File: config.mk
export PLATFORM = sky130hd
export DESIGN_NAME = rx_word_aligner
export DESIGN_NICKNAME = d
export VERILOG_FILES = /design/src/rtl/rx_word_aligner.sv
export SDC_FILE = /design/constraint.sdc
export NUM_CORES = 1
export LEC_CHECK = 0
export BUFFER_PORTS_ARGS = -buffer_cell sky130_fd_sc_hd__buf_2
export CORE_MARGIN = 2
export CORE_UTILIZATION = 60
export DETAILED_ROUTE_END_ITERATION = 10
export GPL_TIMING_DRIVEN = 0
export HOLD_SLACK_MARGIN = 0.15
export PLACE_DENSITY = 0.84
export SETUP_SLACK_MARGIN = 0.1
export SYNTH_ARGS = -nofsm -noshare
export SYNTH_HDL_FRONTEND = slang
export SYNTH_SLANG_ARGS = --single-unit
File: constraint.sdc
create_clock -name clk -period 8.1 [get_ports clk]
set_clock_uncertainty 0.15 [all_clocks]
set_input_delay 0.81 -clock clk [delete_from_list [all_inputs] [get_ports clk]]
set_output_delay 0.81 -clock clk [all_outputs]
set_load 0.01 [all_outputs]
File: src/rtl/rx_word_aligner.sv
module rx_word_aligner #(
  parameter int W         = 20,
  parameter int CW        = 10,
  parameter int TIMEOUT   = 256,
  parameter int LOCK_HITS = 4,
  parameter int LOSS_ERRS = 8
) (
  input  logic         clk,
  input  logic         rst_n,
  input  logic [W-1:0] rx_word,
  output logic [W-1:0] word_out,
  output logic         locked
);
  localparam int OW  = $clog2(W);
  localparam int TW  = $clog2(TIMEOUT);
  localparam int HW  = $clog2(LOCK_HITS + 1);
  localparam int EW  = $clog2(LOSS_ERRS + 1);
  localparam int NCH = W / CW;
  localparam logic [CW-1:0] COMMA_N = CW'(10'h17C);
  localparam logic [CW-1:0] COMMA_P = CW'(10'h283);

  logic [W-1:0]   prev_q;
  logic [2*W-1:0] span;
  logic [W-1:0]   win;
  logic [OW-1:0]  off_r [3];
  logic           st_r  [3];
  logic [OW-1:0]  off_v, off_n;
  logic           st_v, st_n;
  logic [TW-1:0]  timer, timer_n;
  logic [HW-1:0]  hits, hits_n;
  logic [EW-1:0]  errs, errs_n;
  logic [NCH-1:0] ch_ok;
  logic           comma, bad;

  assign off_v = (off_r[0] & off_r[1]) | (off_r[0] & off_r[2]) | (off_r[1] & off_r[2]);
  assign st_v  = (st_r[0] & st_r[1]) | (st_r[0] & st_r[2]) | (st_r[1] & st_r[2]);

  assign span  = {rx_word, prev_q};
  assign win   = span[off_v +: W];
  assign comma = (win[CW-1:0] == COMMA_N) || (win[CW-1:0] == COMMA_P);

  for (genvar c = 0; c < NCH; c++) begin : g_char
    assign ch_ok[c] = ($countones(win[c*CW +: CW]) >= CW/2 - 1) &&
                      ($countones(win[c*CW +: CW]) <= CW/2 + 1);
  end
  assign bad    = ~&ch_ok;
  assign locked = st_v;

  always_comb begin
    st_n    = st_v;
    off_n   = off_v;
    timer_n = '0;
    hits_n  = '0;
    errs_n  = '0;
    if (!st_v) begin
      if (comma) begin
        if (hits == HW'(LOCK_HITS - 1)) st_n = 1'b1;
        else                            hits_n = hits + 1'b1;
      end else if (timer == TW'(TIMEOUT - 1)) begin
        off_n = (off_v == OW'(W - 1)) ? '0 : off_v + 1'b1;
      end else begin
        timer_n = timer + 1'b1;
      end
    end else if (bad) begin
      if (errs == EW'(LOSS_ERRS - 1)) st_n = 1'b0;
      else                            errs_n = errs + 1'b1;
    end
  end

  for (genvar i = 0; i < 3; i++) begin : g_tmr
    always_ff @(posedge clk) begin
      if (!rst_n) begin
        off_r[i] <= '0;
        st_r[i]  <= 1'b0;
      end else begin
        off_r[i] <= off_n;
        st_r[i]  <= st_n;
      end
    end
  end

  always_ff @(posedge clk) begin
    if (!rst_n) begin
      prev_q   <= '0;
      word_out <= '0;
      timer    <= '0;
      hits     <= '0;
      errs     <= '0;
    end else begin
      prev_q   <= rx_word;
      word_out <= win;
      timer    <= timer_n;
      hits     <= hits_n;
      errs     <= errs_n;
    end
  end

  assert_offset_range_R3: assert property (@(posedge clk) disable iff (!rst_n)
    off_v < OW'(W));
  assert_offset_step_R3: assert property (@(posedge clk) disable iff (!rst_n)
    !$stable(off_v) |-> (off_v == (($past(off_v) == OW'(W - 1)) ? '0 : $past(off_v) + 1'b1)));
  assert_offset_hold_locked_R3: assert property (@(posedge clk) disable iff (!rst_n)
    $past(locked) |-> $stable(off_v));
  assert_lock_entry_R4: assert property (@(posedge clk) disable iff (!rst_n)
    $rose(locked) |-> $past(comma));
  assert_lock_exit_R6: assert property (@(posedge clk) disable iff (!rst_n)
    $fell(locked) |-> $past(bad));
endmodule

==> impl.org, run 1 <==
** Outcome
- The run finished with clean final reports.

** GRT
- The via count of the first global-routing pass is 4752.
- Remaining global-route overflow :: 0
- Wire length of the first global-routing pass :: 27.2 mm
- Initial antenna violation count :: 0
- Global routing consumed, over all layers together, 37.3% of the routing resources.
- Maximum number of pins on one net before global-route repair :: 12

** Drt
- Per-cell routed wire length :: 24.2 um
- Wirelength, routed :: 17.1 mm
- For this run, design rule violations remaining after detail routing come to 0.
- Post-route antenna net violation count :: 0
- The first routing iteration left 628 violations.
- For this run, the detailed router's first-pass iteration total came to 5.
- The routed layout has 4935 vias.
- Post-detailed-route via-to-cell ratio :: 7.00

** Synthesis
- Seq/Total Area, Yosys :: 23.7%
- Synthesis inferred 61 register bits.
- For this run, the leading register cell type out of synthesis is dfxtp_1.
- Number of library cell types mapped by synthesis :: 66
- Cell area after synthesis :: 5150 sq um
- Number of cells produced by synthesis :: 542
- During synthesis, Yosys emitted a total of 0 warnings.
- Post-synth EDFFs :: 0
- A synthesized cell averages 9.51 sq um.
- The number of nets in the synthesized netlist is 587.
- Async set-or-reset flop fraction in the synthesized netlist :: 0%

** CTS
- In this run the clock root is driven by a clkbuf_8.
- TritonCTS built the clock tree.
- Clock-pin slew was measured on the worst setup and hold paths at 0.08 ns.
- In this run the number of H-tree levels came out at 3.
- Clock latency on the worst-skew pair, taken at its later pin, is 0.35 ns.
- Clock sinks :: 61
- Post-CTS repair changed the size of 0 cells.
- Number of buffers inserted during clock tree synthesis :: 9
- In this run, post-CTS hold repair placed 0 buffers.
- Largest buffer count on any clock path :: 2
- The number of setup buffers added after CTS is 0.

** Critical path
- Start of the worst register-to-register path :: off_r[2][1]$_SDFFE_PN0P_
- STA classifies the critical path endpoint as a register.
- Walking the worst path, the cells encountered are buf_6 > buf_6 > buf_6 > buf_6 > buf_2 > buf_1 > clkbuf_1 > mux2i_1 > nor2_1 > o311a_1 > a21oi_1 > fa_1 > fa_1 > fa_1 > inv_1 > ha_1 > fa_1 > a2111oi_0 > a21oi_1 > o21ai_0 > or2_2 > nand2b_1 > nor2_1.
- Launching element of the worst setup path :: off_r[2][1]$_SDFFE_PN0P_
- Along the worst path, the maximum fanout reaches 10.
- Endpoint arrival time on the critical path :: 7.16 ns
- The kind of cell with the highest combined delay along the critical path is buffers and inverters.
- Slowest cell delay on critical path :: 0.61 ns
- Critical-path top delay cell :: buf_1
- At the worst endpoint, the required time is 8.20 ns.
- Startpoint type of the worst setup path :: register
- Category of the critical setup timing path :: register to register
- Together, buffers and inverters on the worst path number 8.

** STA
- Setup total negative slack on the finished layout was measured at 0 ns.
- PnR worst setup slack :: 1.04 ns
- Setup repair after global routing left no endpoint under its margin.
- Count of endpoints failing setup in the final report :: 0
- Transition at the pin with the smallest max-transition slack :: 1.09 ns
- Final Hold Fails :: 0
- Shortest clock period the worst path allows after layout :: 7.06 ns
- Max-slew headroom at the worst pin :: 26.9%
- The max-slew violation count came to 0.
- Timing would allow up to 142 MHz.
- After layout, the worst path uses 87.2% of the clock period.

** Floorplan
- Boundary pin count :: 43
- DIE HEIGHT :: 96.7 um
- Number of standard-cell rows in the floorplan :: 33
- The floorplan step defined a die boundary enclosing 9350 sq um.
- Measured along the x axis, the die boundary spans 96.7 um.
- Initial Util :: 62.4%
- Core Area :: 8260 sq um

** Pwr
- The share of total power dissipated in the clock network is 38.3%.
- After layout, the design draws a total of 0.766 mW.
- Per report_power, the combinational group accounts for 20.0% of the total.
- For this design the static power due to leakage is 2.19 nW.
- Per report_power, the sequential group accounts for 41.7% of the total.
- The internal power of the cells totals 0.534 mW.
- IR analysis of the VDD net gives a maximum drop of 0.0962 mV.
- Of the total power, the share spent switching nets is 30.3%.
- Power per Cell Area :: 134 nW/um^2
- Net Sw Power :: 0.232 mW

** Layout
- Relative to the synthesized area, the layout overhead comes to 10.7%.
- Final cell count without fillers :: 705
- In the final design database the tool counted 640 nets.
- Diode insertion count for antenna repair :: 0
- For this run, the share of the core covered by cells in the final layout is 69.1%.
- Leading cell type in the layout, fill and taps excluded :: dfxtp_1
- Most used cells in the layout excluding fill and tap cells :: dfxtp_1, nand2_1, nor2_1
- Counting the fill cells in the layout gives 680.
- Of the cells placed in the final design, the portion with a size suffix greater than 1 is 23.2%.

** Job
- Max cap viols :: 0

** Placed design
- Number of cells in the design after placement :: 689
- Post-placement worst setup slack :: 1.19 ns
- At the end of routability-driven placement, the weighted congestion stood at 1.03.
- Once detailed placement completed, the half-perimeter wirelength came to 13.2 mm.
- Port Buffer Count :: 42

** Min path
- The startpoint identified for the worst hold timing path is hits[0]$_SDFF_PP0_.
- The min-delay analysis places its worst path in the category register to register.
[final cells by class]
type                    count  area, sq um  share of cell area, %
multi-input cells         411         3560                   62.3
flip-flops and latches     61         1220                   21.4
plain buffers              42          272                   4.76
repair buffers             42          210                   3.68
clock buffers              11          151                   2.65
well taps                 105          131                   2.30
inverters                  28          105                   1.84
clock inverters             5         58.8                   1.03
[state kept, by name (all words and copies together), names as in the netlist]
signal / count
st_r: 1
hits: 3
off_r: 5
prev_q: 20
errs: 4
word_out: 20
timer: 8
[cell families after synthesis]
kind of cell / after synthesis / synth area share [%]
xor+xnor: 8 / 1.36
mux: 95 / 28.3
flops: 61 / 23.7
fa+ha+maj: 23 / 7.33
buf+inv: 70 / 7.31
simple gates: 195 / 20.3
compound gates: 90 / 11.7
[synthesized netlist by cell type, drive strengths merged (3+ instances only)]
cell type	number	area (sq um)
dfxtp	61	1220
nor2	52	198
nand2	51	191
mux2i	45	450
mux4	38	871
and2	29	181
inv	26	97.6
buf	25	208
a21oi	23	115
nand3	18	95.1
o21ai	18	90.1
clkbuf	17	63.8
fa	12	240
mux2	12	135
ha	11	138
nor4	9	108
nand4	8	50.1
a211oi	7	52.6
a31oi	6	37.5
and3	6	37.5
o211ai	6	45.0
xor2	6	52.6
o31ai	5	37.5
a311oi	4	35.0
nand3b	4	30.0
a22oi	3	36.3
a32oi	3	26.3
nor2b	3	18.8
nor3	3	15.0
o22ai	3	18.8
[final timing paths]
| path | cells past startpoint | slack, ns | endpoint |
|---|---|---|---|
| worst max-delay path | 23 | 1.04 | errs[3]$_SDFF_PP0_ |
| worst min-delay path | 1 | 0.29 | hits[0]$_SDFF_PP0_ |
| worst max register to register | 23 | 1.04 | errs[3]$_SDFF_PP0_ |
| worst min register to register | 1 | 0.29 | hits[0]$_SDFF_PP0_ |
[per-stage QoR]
step / instance area [sq um] / hold WS, ns
2_1_floorplan: 5150 / 0.258
3_3_place_gp: 5500 / 0.269
3_5_place_dp: 5500 / 0.277
4_1_cts: 5710 / 0.286
5_1_grt: 5710 / 0.303
6_report: 5710 / 0.295
[per-layer routing]
layer	vias up	part of all wire [%]	global-route usage [%]	wire, um
li1	2110	-	-	-
met1	2350	39	51.9	6610
met2	414	44	56.1	7520
met3	61	13	8.89	2260
met4	0	3.9	15.4	663
met5	-	0	0	0
[power groups by stage]
| stage | sequential [mW] | clock (mW) | combinational, mW |
|---|---|---|---|
| 2_1_floorplan | 0.325 | 0 | 0.0947 |
| 3_3_place_gp | 0.325 | 0 | 0.140 |
| 3_5_place_dp | 0.326 | 0 | 0.149 |
| 4_1_cts | 0.319 | 0.293 | 0.149 |
| 5_1_grt | 0.321 | 0.308 | 0.166 |
| 6_report | 0.320 | 0.293 | 0.153 |
(Power assumes the default switching activity.)
==> inputs of run 2 (changes only) <==
--- a/config.mk
+++ b/config.mk
@@ -7,11 +7,11 @@
 export LEC_CHECK = 0
 export BUFFER_PORTS_ARGS = -buffer_cell sky130_fd_sc_hd__buf_2
 export CORE_MARGIN = 2
-export CORE_UTILIZATION = 60
+export CORE_UTILIZATION = 55
 export DETAILED_ROUTE_END_ITERATION = 10
 export GPL_TIMING_DRIVEN = 0
 export HOLD_SLACK_MARGIN = 0.15
-export PLACE_DENSITY = 0.84
+export PLACE_DENSITY = 0.75
 export SETUP_SLACK_MARGIN = 0.1
 export SYNTH_ARGS = -nofsm -noshare
 export SYNTH_HDL_FRONTEND = slang
==> constraint.sdc (replaced) <==
create_clock -name clk -period 5.9 [get_ports clk]
set_clock_uncertainty 0.15 [all_clocks]
set_input_delay 0.59 -clock clk [delete_from_list [all_inputs] [get_ports clk]]
set_output_delay 0.59 -clock clk [all_outputs]
set_load 0.01 [all_outputs]
==> impl.org, run 2 (synthesis results as in run 1) <==
** CTS
- The clock input transition at the sequential cells of the worst setup and hold paths came to 0.08 ns (about the same).
- Library cell used as clock root buffer :: clkbuf_8
- Level count of the clock H-tree :: 3 (unchanged)
- Insertion delay of the later-clocked pin in the worst-skew pair :: 0.36 ns (about the same)
- Clock sinks :: 61 (unchanged)
- The number of buffers on the longest clock path is 2 (unchanged).
- Number of buffers inserted during clock tree synthesis :: 9 (unchanged)
- TritonCTS clock tree :: built

** Drt
- The wire length on met1 was 6.97 mm (+5.5%).
- The number of iterations in the first detailed-routing pass was 6 (+1).
- The number of DRC violations after detailed routing was 0 (unchanged).
- Wirelength, routed :: 17.7 mm (+3.5%)
- In this run the top signal layer used is met4.
- The number of vias per cell after detailed routing came to 6.91 (-1.3%).
- The final antenna-violating net count was 0 (unchanged).
- Initial DRC count :: 620 (-1.3%)
- The mean routed wirelength per cell came to 24.7 um (+1.9%).
- The routed wire length on met3 came to 2.11 mm (-6.8%).
- Overall via count from detail_route :: 4949 (+0.28%)
- The length of routed met2 wiring was 7.71 mm (+2.6%).

** Layout
- Area Overhead vs Synth :: 15.2%
- Diode insertion count for antenna repair :: 0 (unchanged)
- The top cell types in the final layout, fill and taps aside, are dfxtp_1, nand2_1, nor2_1.
- The share of layout cells above drive strength 1 was 28.9% (+5.8 points).
- Final nets :: 645 (+0.78%)
- The largest registers in the layout are prev_q (20), word_out (20), timer (8).
- Leaving out fill and tap cells, the most frequent cell in the layout is dfxtp_1.

** Floorplan
- The initial core utilization was 56.3% (-6.1 points).
- Core Area :: 9150 sq um (+11%)
- The width of the die is 101 um (+4.3%).
- The area of the die came to 10200 sq um (+8.7%).
- Boundary pin count :: 43 (unchanged)
- The die boundary height came to 101 um (+4.3%).
- Number of standard-cell rows in the floorplan :: 35 (+6.1%)

** STA
- Final Hold Fails :: 0 (unchanged)
- Setup repair after global routing left no endpoint under its margin.
- Worst hold margin :: 0.302 ns (+0.00782 ns)
- Max-slew violation count :: 0 (unchanged)
- Transition at the pin with the smallest max-transition slack :: 0.733 ns (-0.360 ns)
- The final critical-path required period came to 5.67 ns (-1.39 ns).
- Maximum achievable frequency :: 176 MHz (+25%)
- The normalized max-slew margin was 49.7% (+23 points).
- The final critical-path setup slack was 0.232 ns (-0.805 ns).
- The setup-violating endpoint count in the final report is 0 (unchanged).
- The share of the clock period used by the worst path came to 96.1% (+8.9 points).

** GRT
- Tot GR Track Use :: 35.8% (-1.5 points)
- The via count of the first global-routing pass is 4561 (-4.0%).
- Initial antenna violation count :: 0 (unchanged)
- Wire length of the first global-routing pass :: 26.7 mm (-1.6%)
- The maximum number of pins on one net before global-route repair came to 12 (unchanged).
- The global-route congestion overflow total was 0 (unchanged).

** Critical path
- The reg-to-reg setup timing slack was 0.23 ns (-0.81 ns).
- Required time of the worst setup path :: 6.01 ns (-2.19 ns)
- STA classifies the critical path endpoint as a register.
- Endpoint arrival time on the critical path :: 5.78 ns (-1.38 ns)
- The worst setup path is launched from a register.
- The worst-path maximum fanout was 10 (unchanged).
- Category of the critical setup timing path :: register to register
- The path depth of the worst reg2reg path was 21 (-8.7%).

** Pwr
- The power density relative to cell area was 177 nW/um^2 (+32%).
- Static power due to leakage :: 2.27 nW (+3.8%)
- Total power of the final layout :: 1.05 mW (+37%)
- Peak supply drop :: 0.101 mV (+4.7%)

** Min path
- The instance count along the most critical hold path came to 1 (unchanged).
- Hold Crit Class :: register to register

** Placed design
- Port Buffer Count :: 42 (unchanged)
- The detailed placer's ending HPWL is 13.4 mm (+0.85%).
- The final weighted congestion in routability-driven placement came to 1.04 (+0.88%).
- The worst-case setup slack after placement is -0.931 ns (-2.12 ns).

** Job
- Max cap viols :: 0 (unchanged)

** Outcome
- Status :: complete, no violations
## run 2: cell count changes in the layout (fill, tap and decap cells not counted), sizes merged
cell      delta
clkinvlp     +1
clkbuf       +1
buf          +3
## run 2: worst paths after layout
| path | start | endpoint |
|---|---|---|
| worst max-delay path | off_r[2][1]$_SDFFE_PN0P_ | errs[3]$_SDFF_PP0_ |
| worst max register to register | off_r[2][1]$_SDFFE_PN0P_ | errs[3]$_SDFF_PP0_ |
| worst min register to register | errs[0]$_SDFF_PP0_ | errs[0]$_SDFF_PP0_ |
| worst min-delay path | errs[0]$_SDFF_PP0_ | errs[0]$_SDFF_PP0_ |
## run 2: what timing repair did
item,in CTS,in global routing
pin swaps,0,6
setup buffers,1,4
hold buffers,0,0
endpoints found under the setup margin,5,5
gates resized for setup,28,38
## run 2: worst max-delay path, cell delays in order (launching register included)
cell and delay, ns:
dfxtp_2 0.36, buf_6 0.15, buf_12 0.15, buf_12 0.15, buf_12 0.16, mux2i_1 0.64, mux4_2 0.39, nand2_1 0.06
o311a_1 0.17, a21oi_4 0.19, fa_1 0.43, fa_1 0.47, fa_1 0.50, inv_1 0.04, ha_1 0.21, fa_1 0.42
a2111oi_2 0.29, a21oi_1 0.11, o21ai_2 0.19, or2_2 0.14, nand2b_1 0.14, nor2_1 0.06
## run 2: cell type report
type | count | area (sq um)
multi-input cells | 411 | 3660
fillers | 767 | 3210
flip-flops and latches | 61 | 1230
plain buffers | 42 | 364
repair buffers | 47 | 248
well taps | 111 | 139
clock buffers | 10 | 138
inverters | 28 | 105
clock inverters | 6 | 62.6
## run 2: power breakdown
group,leakage [nW],total [mW],switching [mW],internal [mW]
combinational,1.68,0.222,0.128,0.0938
clock,0.0943,0.392,0.187,0.205
sequential,0.502,0.438,0.0118,0.426
total,2.27,1.05,0.328,0.724
## run 2: through the flow
step                cell area, sq um  setup TNS (ns)  std cells  utilization [%]
global placement                5500           -4.18        695             60.1
floorplan                       5150               0        542                -
global route                    5940               0        716             64.9
detailed placement              5500           -4.36        695             60.1
CTS                             5790               0        712             63.2
finish                          5940               0        716             64.9
## run 2: layer usage
metal / global-route usage, % / vias to the layer above
met2: 54.7 / 423
li1: - / 2109
met3: 8.18 / 80
met1: 48.8 / 2337
met5: 0 / -
met4: 15.4 / 0
